### src/rtl/intc_pkg.sv
package intc_pkg;
  localparam int N_IRQ   = 16;
  localparam int N_EXC   = 7;
  localparam int N_FIX   = N_EXC + 1;
  localparam int N_SRC   = N_FIX + N_IRQ;
  localparam int PRIO_W  = 3;
  localparam int EPRIO_W = PRIO_W + 1;
  localparam int VEC_W   = 8;
  localparam int IDX_W   = $clog2(N_SRC);
  localparam logic [EPRIO_W-1:0] PRIO_FIXED = EPRIO_W'(8);

  typedef enum logic [1:0] {
    SENSE_LOW  = 2'b00,
    SENSE_FALL = 2'b01,
    SENSE_RISE = 2'b10,
    SENSE_BOTH = 2'b11
  } sense_e;

  typedef enum logic [1:0] {
    MODE_FLAT  = 2'b00,
    MODE_LEVEL = 2'b10
  } imode_e;
endpackage

### src/rtl/intc_line.sv
module intc_line
  import intc_pkg::*;
#(
  parameter int   STAGES    = 2,
  parameter logic IDLE_VAL  = 1'b1
) (
  input  logic   clk,
  input  logic   rst_n,
  input  logic   raw_i,
  input  sense_e sense_i,
  input  logic   clr_i,
  output logic   req_o
);
  logic [STAGES-1:0] sync_q;
  logic              prev_q;
  logic              pend_q;
  logic              cur;
  logic              hit;

  assign cur = sync_q[STAGES-1];

  always_comb begin
    unique case (sense_i)
      SENSE_FALL: hit = prev_q & ~cur;
      SENSE_RISE: hit = ~prev_q & cur;
      SENSE_BOTH: hit = prev_q ^ cur;
      default:    hit = 1'b0;
    endcase
  end

  always_ff @(posedge clk or negedge rst_n) begin
    if (!rst_n) begin
      sync_q <= {STAGES{IDLE_VAL}};
      prev_q <= IDLE_VAL;
      pend_q <= 1'b0;
    end else begin
      sync_q <= {sync_q[STAGES-2:0], raw_i};
      prev_q <= cur;
      if (sense_i == SENSE_LOW) pend_q <= 1'b0;
      else                      pend_q <= (pend_q & ~clr_i) | hit;
    end
  end

  assign req_o = (sense_i == SENSE_LOW) ? ~cur : pend_q;

  // an edge request stays pending until its own clear
  p_pend_hold_r5: assert property (@(posedge clk) disable iff (!rst_n)
    (pend_q && !clr_i && sense_i != SENSE_LOW) |=> pend_q);
endmodule

### src/rtl/intc_regs.sv
module intc_regs
  import intc_pkg::*;
(
  input  logic                         clk,
  input  logic                         rst_n,
  input  logic                         we_i,
  input  logic [2:0]                   addr_i,
  input  logic [15:0]                  wdata_i,
  output logic [15:0]                  rdata_o,
  output imode_e                       mode_o,
  output logic                         nmi_rise_o,
  output logic [N_IRQ-1:0]             en_o,
  output logic [N_IRQ-1:0][1:0]        sense_o,
  output logic [N_IRQ-1:0][PRIO_W-1:0] prio_o
);
  localparam int PER_PRIO_REG  = 4;
  localparam int PER_SENSE_REG = 8;

  imode_e                       mode_q;
  logic                         nmi_rise_q;
  logic [N_IRQ-1:0]             en_q;
  logic [N_IRQ-1:0][1:0]        sense_q;
  logic [N_IRQ-1:0][PRIO_W-1:0] prio_q;

  always_ff @(posedge clk or negedge rst_n) begin
    if (!rst_n) begin
      mode_q     <= MODE_FLAT;
      nmi_rise_q <= 1'b0;
      en_q       <= '0;
      sense_q    <= '0;
      prio_q     <= '0;
    end else if (we_i) begin
      unique case (addr_i)
        3'd0: begin
          if (wdata_i[0] == 1'b0) mode_q <= imode_e'(wdata_i[1:0]);
          nmi_rise_q <= wdata_i[2];
        end
        3'd1: en_q <= wdata_i[N_IRQ-1:0];
        3'd2, 3'd3: begin
          for (int j = 0; j < PER_SENSE_REG; j++)
            sense_q[{addr_i[0], 3'(j)}] <= wdata_i[2*j +: 2];
        end
        default: begin
          for (int j = 0; j < PER_PRIO_REG; j++)
            prio_q[{addr_i[1:0], 2'(j)}] <= wdata_i[4*j +: PRIO_W];
        end
      endcase
    end
  end

  always_comb begin
    rdata_o = '0;
    unique case (addr_i)
      3'd0: rdata_o[2:0] = {nmi_rise_q, mode_q};
      3'd1: rdata_o = en_q;
      3'd2, 3'd3: begin
        for (int j = 0; j < PER_SENSE_REG; j++)
          rdata_o[2*j +: 2] = sense_q[{addr_i[0], 3'(j)}];
      end
      default: begin
        for (int j = 0; j < PER_PRIO_REG; j++)
          rdata_o[4*j +: PRIO_W] = prio_q[{addr_i[1:0], 2'(j)}];
      end
    endcase
  end

  assign mode_o     = mode_q;
  assign nmi_rise_o = nmi_rise_q;
  assign en_o       = en_q;
  assign sense_o    = sense_q;
  assign prio_o     = prio_q;

  // only the two legal mode codes are ever stored
  p_mode_legal_r3: assert property (@(posedge clk) disable iff (!rst_n)
    (mode_q == MODE_FLAT) || (mode_q == MODE_LEVEL));
endmodule

### src/rtl/intc_select.sv
module intc_select #(
  parameter int NSRC = 24,
  parameter int PW   = 4,
  localparam int IW  = $clog2(NSRC)
) (
  input  logic [NSRC-1:0]         cand_i,
  input  logic [NSRC-1:0][PW-1:0] prio_i,
  output logic                    any_o,
  output logic [IW-1:0]           idx_o,
  output logic [PW-1:0]           prio_o
);
  // scan from the top index down; ">=" lets a lower index take a tie
  always_comb begin
    any_o  = 1'b0;
    idx_o  = '0;
    prio_o = '0;
    for (int i = NSRC - 1; i >= 0; i--) begin
      if (cand_i[i] && (!any_o || prio_i[i] >= prio_o)) begin
        any_o  = 1'b1;
        idx_o  = IW'(i);
        prio_o = prio_i[i];
      end
    end
  end
endmodule

### src/rtl/prio_intc.sv
module prio_intc
  import intc_pkg::*;
#(
  parameter int IRQ_VEC_BASE = 64,
  parameter int SYNC_STAGES  = 2
) (
  input  logic               clk,
  input  logic               rst_n,
  input  logic               reg_we_i,
  input  logic [2:0]         reg_addr_i,
  input  logic [15:0]        reg_wdata_i,
  output logic [15:0]        reg_rdata_o,
  input  logic [N_IRQ-1:0]   irq_i,
  input  logic               nmi_i,
  input  logic [N_EXC-1:0]   exc_i,
  input  logic               cpu_mask_i,
  input  logic [PRIO_W-1:0]  cpu_level_i,
  output logic               int_valid_o,
  input  logic               int_ready_i,
  output logic [VEC_W-1:0]   int_vec_o,
  output logic [EPRIO_W-1:0] int_prio_o,
  output logic               lvl_load_o,
  output logic [PRIO_W-1:0]  lvl_o
);
  imode_e                       mode;
  logic                         nmi_rise;
  logic [N_IRQ-1:0]             irq_en;
  logic [N_IRQ-1:0][1:0]        irq_sense;
  logic [N_IRQ-1:0][PRIO_W-1:0] irq_prio;

  logic [N_IRQ-1:0]              irq_req;
  logic                          nmi_req;
  logic [N_EXC-1:0]              exc_pend_q;
  logic [N_SRC-1:0]              cand;
  logic [N_SRC-1:0][EPRIO_W-1:0] eprio;
  logic [N_SRC-1:0]              clr;
  logic [IDX_W-1:0]              win_idx;
  logic                          fire;
  logic                          lvl_load_q;
  logic [PRIO_W-1:0]             lvl_q;

  intc_regs u_regs (
    .clk        (clk),
    .rst_n      (rst_n),
    .we_i       (reg_we_i),
    .addr_i     (reg_addr_i),
    .wdata_i    (reg_wdata_i),
    .rdata_o    (reg_rdata_o),
    .mode_o     (mode),
    .nmi_rise_o (nmi_rise),
    .en_o       (irq_en),
    .sense_o    (irq_sense),
    .prio_o     (irq_prio)
  );

  intc_line #(.STAGES(SYNC_STAGES), .IDLE_VAL(1'b1)) u_nmi (
    .clk     (clk),
    .rst_n   (rst_n),
    .raw_i   (nmi_i),
    .sense_i (nmi_rise ? SENSE_RISE : SENSE_FALL),
    .clr_i   (clr[0]),
    .req_o   (nmi_req)
  );

  for (genvar n = 0; n < N_IRQ; n++) begin : g_line
    intc_line #(.STAGES(SYNC_STAGES), .IDLE_VAL(1'b1)) u_line (
      .clk     (clk),
      .rst_n   (rst_n),
      .raw_i   (irq_i[n]),
      .sense_i (sense_e'(irq_sense[n])),
      .clr_i   (clr[N_FIX+n]),
      .req_o   (irq_req[n])
    );
    assign cand[N_FIX+n]  = irq_req[n] & irq_en[n] &
                            ((mode == MODE_FLAT) ? ~cpu_mask_i
                                                 : (irq_prio[n] > cpu_level_i));
    assign eprio[N_FIX+n] = {1'b0, irq_prio[n]};
  end

  always_ff @(posedge clk or negedge rst_n) begin
    if (!rst_n) exc_pend_q <= '0;
    else        exc_pend_q <= (exc_pend_q & ~clr[N_FIX-1:1]) | exc_i;
  end

  assign cand[0]  = nmi_req;
  assign eprio[0] = PRIO_FIXED;
  for (genvar k = 0; k < N_EXC; k++) begin : g_exc
    assign cand[1+k]  = exc_pend_q[k];
    assign eprio[1+k] = PRIO_FIXED;
  end

  intc_select #(.NSRC(N_SRC), .PW(EPRIO_W)) u_sel (
    .cand_i (cand),
    .prio_i (eprio),
    .any_o  (int_valid_o),
    .idx_o  (win_idx),
    .prio_o (int_prio_o)
  );

  assign int_vec_o = (int'(win_idx) < N_FIX) ? VEC_W'(win_idx)
                                             : VEC_W'(IRQ_VEC_BASE + int'(win_idx) - N_FIX);
  assign fire = int_valid_o & int_ready_i;

  always_comb begin
    clr = '0;
    if (fire) clr[win_idx] = 1'b1;
  end

  always_ff @(posedge clk or negedge rst_n) begin
    if (!rst_n) begin
      lvl_load_q <= 1'b0;
      lvl_q      <= '0;
    end else begin
      lvl_load_q <= fire;
      if (fire) lvl_q <= int_prio_o[EPRIO_W-1] ? {PRIO_W{1'b1}} : int_prio_o[PRIO_W-1:0];
    end
  end

  assign lvl_load_o = lvl_load_q;
  assign lvl_o      = lvl_q;

  // the non-maskable source always wins
  p_nmi_wins_r10: assert property (@(posedge clk) disable iff (!rst_n)
    nmi_req |-> (int_valid_o && int_vec_o == '0));
  // fixed vectors carry priority 8
  p_fixed_prio_r10: assert property (@(posedge clk) disable iff (!rst_n)
    (int_valid_o && int_vec_o < VEC_W'(N_FIX)) |-> (int_prio_o == PRIO_FIXED));
  // level mode gate
  p_mode2_gate_r8: assert property (@(posedge clk) disable iff (!rst_n)
    (int_valid_o && mode == MODE_LEVEL && int_prio_o < PRIO_FIXED)
      |-> (int_prio_o > {1'b0, cpu_level_i}));
  // flat mode gate
  p_mode0_gate_r7: assert property (@(posedge clk) disable iff (!rst_n)
    (int_valid_o && mode == MODE_FLAT && int_prio_o < PRIO_FIXED) |-> !cpu_mask_i);
  // level load follows each handshake
  p_level_load_r13: assert property (@(posedge clk) disable iff (!rst_n)
    fire |=> (lvl_load_o &&
              lvl_o == (($past(int_prio_o) > EPRIO_W'(7)) ? PRIO_W'(7)
                                                         : $past(int_prio_o[PRIO_W-1:0]))));
  // a handshake clears at most one source
  p_single_clear_r5: assert property (@(posedge clk) disable iff (!rst_n)
    $onehot0(clr));
endmodule

### config.mk
export PLATFORM = sky130hd
export DESIGN_NAME = prio_intc
export DESIGN_NICKNAME = d
export VERILOG_FILES = /design/src/rtl/intc_pkg.sv /design/src/rtl/intc_line.sv /design/src/rtl/intc_regs.sv /design/src/rtl/intc_select.sv /design/src/rtl/prio_intc.sv
export SDC_FILE = /design/constraint.sdc
export NUM_CORES = 1
export LEC_CHECK = 0
export BUFFER_PORTS_ARGS = -buffer_cell sky130_fd_sc_hd__clkbuf_2
export CAP_MARGIN = 10
export CORE_MARGIN = 2
export CORE_UTILIZATION = 50
export CTS_CLUSTER_DIAMETER = 60
export DETAILED_ROUTE_END_ITERATION = 8
export GPL_ROUTABILITY_DRIVEN = 1
export GPL_TIMING_DRIVEN = 0
export PLACE_DENSITY = 0.68
export SYNTH_ARGS = -nofsm -noshare
export SYNTH_HDL_FRONTEND = slang
export SYNTH_SLANG_ARGS = --single-unit
### constraint.sdc
create_clock -name clk -period 37.2 [get_ports clk]
set_input_delay 3.72 -clock clk [delete_from_list [all_inputs] [get_ports clk]]
set_output_delay 3.72 -clock clk [all_outputs]
set_load 0.02 [all_outputs]
Word-level counts from Yosys, hierarchy flattened

Cells that the tools add are included.

Flip-flop bits (word level): 177
Bits of input ports: 51
Output and inout port bits: 33
Word-level logic and storage cells: 707

Add/subtract/negate cells: 2
$lt $le $gt $ge: 66
Equal/unequal tests: 54
Mux-type cells: 213
Bitwise operators: 175
Reductions and logical operators: 108

Operator list:

| cell                                                              | count |
|---|---|
| bitwise mux 32 bit                                                | 8 |
| bitwise mux 48 bit                                                | 4 |
| 2-to-1 mux 5 bit                                                  | 24 |
| bitwise AND 1 bit                                                 | 84 |
| 2-to-1 mux 1 bit                                                  | 75 |
| 2-to-1 mux 3 bit                                                  | 25 |
| == test 2 bit, second input constant                              | 34 |
| < comparator 4 x 5 -> 1 bit, second input constant                | 12 |
| NOT 1 bit                                                         | 54 |
| one-hot mux 1 bit (3 select lines)                                | 17 |
| 2-to-1 mux 2 bit                                                  | 25 |
| greater-or-equal comparator 4 x 1 -> 1 bit, second input constant | 12 |
| greater-than comparator 3 bit                                     | 16 |
| greater-or-equal comparator 3 bit                                 | 15 |
| logical AND 1 bit                                                 | 36 |
| zero test 2 bit                                                   | 18 |
| one-hot mux 3 bit (3 select lines)                                | 4 |
| == test 2 x 1 -> 1 bit, second input constant                     | 17 |
| 2-to-1 mux 4 bit                                                  | 8 |
| greater-or-equal comparator 4 bit, first input constant           | 7 |
| binary-select mux 3 bit (select 2 bit)                            | 4 |
| demux 3 bit (select 2 bit)                                        | 4 |
| 2-to-1 mux 24 bit                                                 | 1 |
| zero test 1 bit                                                   | 23 |
| other kinds (23)                                                  | 91 |

Longest topological paths before layout

Word-level depth: 106
Gate-level depth with buffers: 114

Hierarchy

A second synthesis with hierarchy kept.

Cells, all modules: 1,577
Area total of the unflattened synthesis: 14,571.5 µm²

Modules (own cells, without submodules):

| module      | times used | cells an instance | area each (µm²) | seq. area each (µm²) |
|---|---|---|---|---|
| intc_select | 1          | 749               | 5,063.6         | 0.0 |
| intc_regs   | 1          | 301               | 4,530.6         | 2,452.4 |
| intc_line   | 17         | 17                | 181.4           | 103.8 |
| prio_intc   | 1          | 238               | 1,893.1         | 275.3 |

Worst setup path before layout

No wires, ideal clock.

Path type: input -> output
Start: input port cpu_level_i[1]
End: output port int_vec_o[0]
Arrival time: 24.960 ns
Required time: 33.480 ns
Setup slack: 8.520 ns
Stages on the path: 109
Buffers on the path: 0
Path through: inv_1 > ha_1 > nor2b_1 > o32ai_4 > nor3_1 > ha_1 > nand2b_1 > a21o_1 > a21oi_1 > a21oi_1 > a22o_1 > ha_1 > nand2b_1 > a21o_1 > a21oi_1 > a21oi_2 > a221oi_4 > nor2_1 > [73 not listed] > ha_1 > nand2b_1 > a21oi_1 > nor2b_1 > o31ai_1 > nor2_1 > o21ba_1 > ha_1 > nand2b_1 > a21oi_1 > nor2b_1 > o31ai_1 > o21bai_1 > a211oi_1 > a211oi_2 > o21bai_2 > nand2_1 > a21oi_1

Cells in the longest elaborated chain, start to end: 99

Ends and longest elaborated chain:

| element                                                                     | RTL line          | RTL |
|---|---|---|
| from (decl)                                                                 | prio_intc.sv:17   | `input logic [PRIO_W-1:0] cpu_level_i,` |
| greater-than comparator 3 bit                                               | prio_intc.sv:76   | `: (irq_prio[n] > cpu_level_i));` |
| 2-to-1 mux 1 bit                                                            | prio_intc.sv:75   | `((mode == MODE_FLAT) ? ~cpu_mask_i` |
| bitwise AND 1 bit                                                           | prio_intc.sv:74   | `assign cand[N_FIX+n] = irq_req[n] & irq_en[n] &` |
| 2-to-1 mux 3 bit / 2-to-1 mux 1 bit (equally long branches)                 | intc_select.sv:18 | `if (cand_i[i] && (!any_o \|\| prio_i[i] >= prio_o)) begin` |
| greater-or-equal comparator 3 bit / zero test 1 bit (equally long branches) | intc_select.sv:18 |  |
| logical OR 1 bit                                                            | intc_select.sv:18 |  |
| logical AND 1 bit                                                           | intc_select.sv:18 |  |
| 2-to-1 mux 3 bit / 2-to-1 mux 1 bit (equally long branches)                 | intc_select.sv:18 |  |
| [83 not listed]                                                             | n/a               |  |
| 2-to-1 mux 4 bit / 2-to-1 mux 1 bit (equally long branches)                 | intc_select.sv:18 |  |
| greater-or-equal comparator 4 bit / zero test 1 bit (equally long branches) | intc_select.sv:18 |  |
| logical OR 1 bit                                                            | intc_select.sv:18 |  |
| logical AND 1 bit                                                           | intc_select.sv:18 |  |
| 2-to-1 mux 5 bit *                                                          | intc_select.sv:18 |  |
| adder 7 x 5 -> 8 bit                                                        | prio_intc.sv:101  | `: VEC_W'(IRQ_VEC_BASE + int'(win_idx) - N_FIX);` |
| subtractor 8 x 4 -> 8 bit                                                   | prio_intc.sv:101  |  |
| 2-to-1 mux 8 bit *                                                          | prio_intc.sv:100  | `assign int_vec_o = (int'(win_idx) < N_FIX) ? VEC_W'(win_idx)` |
| to (decl)                                                                   | prio_intc.sv:20   | `output logic [VEC_W-1:0] int_vec_o,` |

Mark *: on every way between the ends. The rest lies on a longest branch, timed or not.

Worst setup path after layout

Start: input port cpu_level_i[1]
End: output port int_vec_o[2]

The elaborated chain is that of the path after synthesis.

==> reports/summary.txt <==
outcome -> completed
fmax -> 0.0309 GHz
met2 routed WL -> 15600 um
sequential area share after synthesis -> 0.374
dpl cells -> 1533
CP Class -> input port to primary output
final non-filler cell total -> 1566
pre-CTS WS -> 5230 ps
Rel. slew slack -> 0.217
Hold Path Class -> flip-flop to flip-flop
first-pass GRT wire length -> 52900 um
final setup margin -> 4890 ps
Reg-to-Reg Start -> u_regs.prio_o[45]
gp weighted congestion -> 0.889
Worst-Margin Slew -> 1170 ps
total track usage -> 0.271
largest net degree at the start of global routing -> 94
Die Y -> 159 um
Synth area leaders -> dfrtp_1, ha_1, dfstp_2
hold_buf cts -> 0
Unique masters post-synth -> 100
Buffers on Ports -> 78
crit-path max cell delay -> 830 ps
cts bufs inserted -> 17
final core utilization -> 0.569
maximum VDD drop -> 0.0458 mV
number of flops mapped to enable cells by yosys -> 0
CP Max Fanout -> 16
Logic pwr share -> 0.479
antenna-violating nets left -> 0
Crit path top cell by count -> ha_1
Filler cells -> 2101
cell area power density -> 64.3 nW/um^2
max-slew violations -> 0
clock share of power -> 0.201
Worst EP arrival -> 28590 ps
crit end category -> primary output
Syn-to-layout area delta -> 11.7%
Initial Utilization -> 0.510
dpl hpwl -> 25800 um
Rows -> 56
CORE AREA -> 23500 um^2
die area -> 25300 um^2
Pre-Repair DR Iteration Count -> 5
Yosys reg bits -> 177
Clock Tree Root -> clkbuf_16
clock latency on the worst-skew pair -> 430 ps
Tcrit/Tclk final -> 0.869
Worst EP required -> 33480 ps
area leader, netlist -> dfrtp_1
max-cap check violation count -> 0
Top Metal Used -> met4
length of routed met3 wiring -> 1840 um
clock skew -> 9.37 ps
placed cell area -> 12800 um^2
post-route cell area -> 13400 um^2
Worst Hold Endpoint -> g_line[15].u_line.sync_q[1]
grt total ovfl -> 0
Setup Total Neg Slack -> 0 ps
Critical R2R Capture -> g_line[12].u_line.pend_q
leakage -> 5.88 nW
vias in the first global route -> 9376
share of Yosys cell area claimed by the top area cell type -> 0.263
fraction of registers with async set/reset -> 1.00
routed length on met1 -> 15100 um
Main synth FF type -> dfrtp_1
Clock transition at path regs -> 70 ps
Fin. Hold Viols -> 0
total wire length -> 33500 um
Flop pwr share -> 0.320
Sw Ratio -> 0.409
htree depth -> 4
warning count from the yosys run -> 0
slowest CP cell -> o31ai_1
drt wl/cell -> 21.4 um
switching pwr -> 352 uW
TritonCTS clock tree -> yes
RSZ-0062 raised after global routing -> no
antenna violations before repair -> 0
Clock Sinks -> 177
Max clock buf depth -> 2
initial DRC count -> 695
Post-Synthesis Cells -> 1132
vias per cell -> 6.05
Avg Inst Size Synth -> 10.6 um^2
Setup crit start kind -> input port
Die Wd -> 159 um
hold path startpoint -> g_line[15].u_line.sync_q[0]
footprint of the multi-input gates -> 7030 um^2
Boundary Pins -> 84
number of post-CTS setup repair buffers -> 0
Finish-stage setup viols -> 0
flop2flop setup slack -> 11960 ps
Register Area -> 4490 um^2
vias after detailed routing -> 9467
worst hold stages -> 0
layout cells sized above 1 -> 0.278
cell area after synthesis -> 12000 um^2
drt drc -> 0
post_cts resized -> 0
Tmin final -> 32310 ps
r2r worst-path depth -> 110
count of nets after finishing -> 1403
Pint -> 509 uW
==> critical path: cells and delay by family <==
kind	cells	cell delay [ps]
compound gates	48	12290
buf+inv	9	1440
mux	4	1460
fa+ha+maj	16	4220
simple gates	35	5430
==> through the flow <==
step	hold WS [ps]	power, mW
after floorplan	345	0.572
after global placement	346	0.671
after detailed placement	347	0.683
after CTS	357	0.860
after global routing	358	0.924
final	355	0.861
==> worst max path at each step <==
stage | endpoint | startpoint
detailed placement | int_vec_o[2] | cpu_level_i[1]
floorplan | int_vec_o[0] | cpu_level_i[1]
finish | int_vec_o[2] | cpu_level_i[1]
global route | int_vec_o[2] | cpu_level_i[1]
CTS | int_vec_o[2] | cpu_level_i[1]
global placement | int_vec_o[2] | cpu_level_i[2]
==> cells in the mapped netlist, types with 11 or more instances <==
cell	instances
dfstp_2	51
mux4_2	14
nor2b_1	27
nor2_1	52
ha_1	119
nand3_1	28
nand2_1	69
nand2b_1	26
inv_1	86
o21a_1	16
mux2i_1	11
o21ai_0	41
a21o_1	17
clkbuf_1	13
mux2_2	114
a22oi_1	15
a21oi_1	50
dfrtp_1	126
o211ai_1	11
nor3_1	19
and2_1	16
a31oi_1	17
==> cells by family after synthesis <==
logic type,Yosys count,synth area share
DFF,177,0.374
other,1,0.000313
and+or+nand+nor,294,0.130
AOI/OAI and AO/OA,282,0.184
adders and majority gates,119,0.124
buffers and inverters,117,0.0406
muxes,142,0.146
==> registers in the layout, summed over array words and instances, names as in the netlist, 2 cells and up <==
name                  count
u_regs.prio_o            48
u_regs.sense_o           32
u_nmi.sync_q              2
g_line.u_line.pend_q     16
u_regs.en_o              16
lvl_o                     3
g_line.u_line.sync_q     32
exc_pend_q                7
g_line.u_line.prev_q     16
==> cells in the final DEF, fill, tap and decap left out, types with 14 or more instances in the layout <==
cell | synthesis | final
dfrtp_1 | 126 | 126
ha_1 | 119 | 119
mux2_2 | 114 | 114
inv_1 | 86 | 86
clkbuf_2 | 0 | 77
nand2_1 | 69 | 69
nor2_1 | 52 | 52
dfstp_2 | 51 | 51
a21oi_1 | 50 | 50
o21ai_0 | 41 | 41
nand3_1 | 28 | 28
nor2b_1 | 27 | 27
nand2b_1 | 26 | 26
nor3_1 | 19 | 19
a21o_1 | 17 | 17
a31oi_1 | 17 | 17
clkbuf_16 | 0 | 17
o21a_1 | 16 | 16
and2_1 | 16 | 16
clkbuf_1 | 13 | 16
a22oi_1 | 15 | 15
mux4_2 | 14 | 14
==> metal layers <==
layer  GRT usage  vias up
li1            -     4415
met1       0.369     4737
met2       0.434      259
met3      0.0489       56
met4      0.0996        0
met5           0        -
==> cell type report <==
cell class	count	share of cell area
multi-input combinational	840	0.525
sequential	177	0.335
clock buffer	20	0.0326
timing repair buffer	80	0.0324
tap	319	0.0298
inverter	86	0.0241
buffer	31	0.0122
clock inverter	12	0.00896
antenna	1	0.000187
==> power by group through the flow <==
stage | logic (mW) | registers, mW | clock network, mW
after floorplan | 0.313 | 0.258 | 0
after CTS | 0.410 | 0.274 | 0.176
after global routing | 0.460 | 0.280 | 0.185
final | 0.413 | 0.275 | 0.173
after global placement | 0.395 | 0.276 | 0
after detailed placement | 0.406 | 0.277 | 0
No activity file was read; power rests on OpenSTA's default activity.
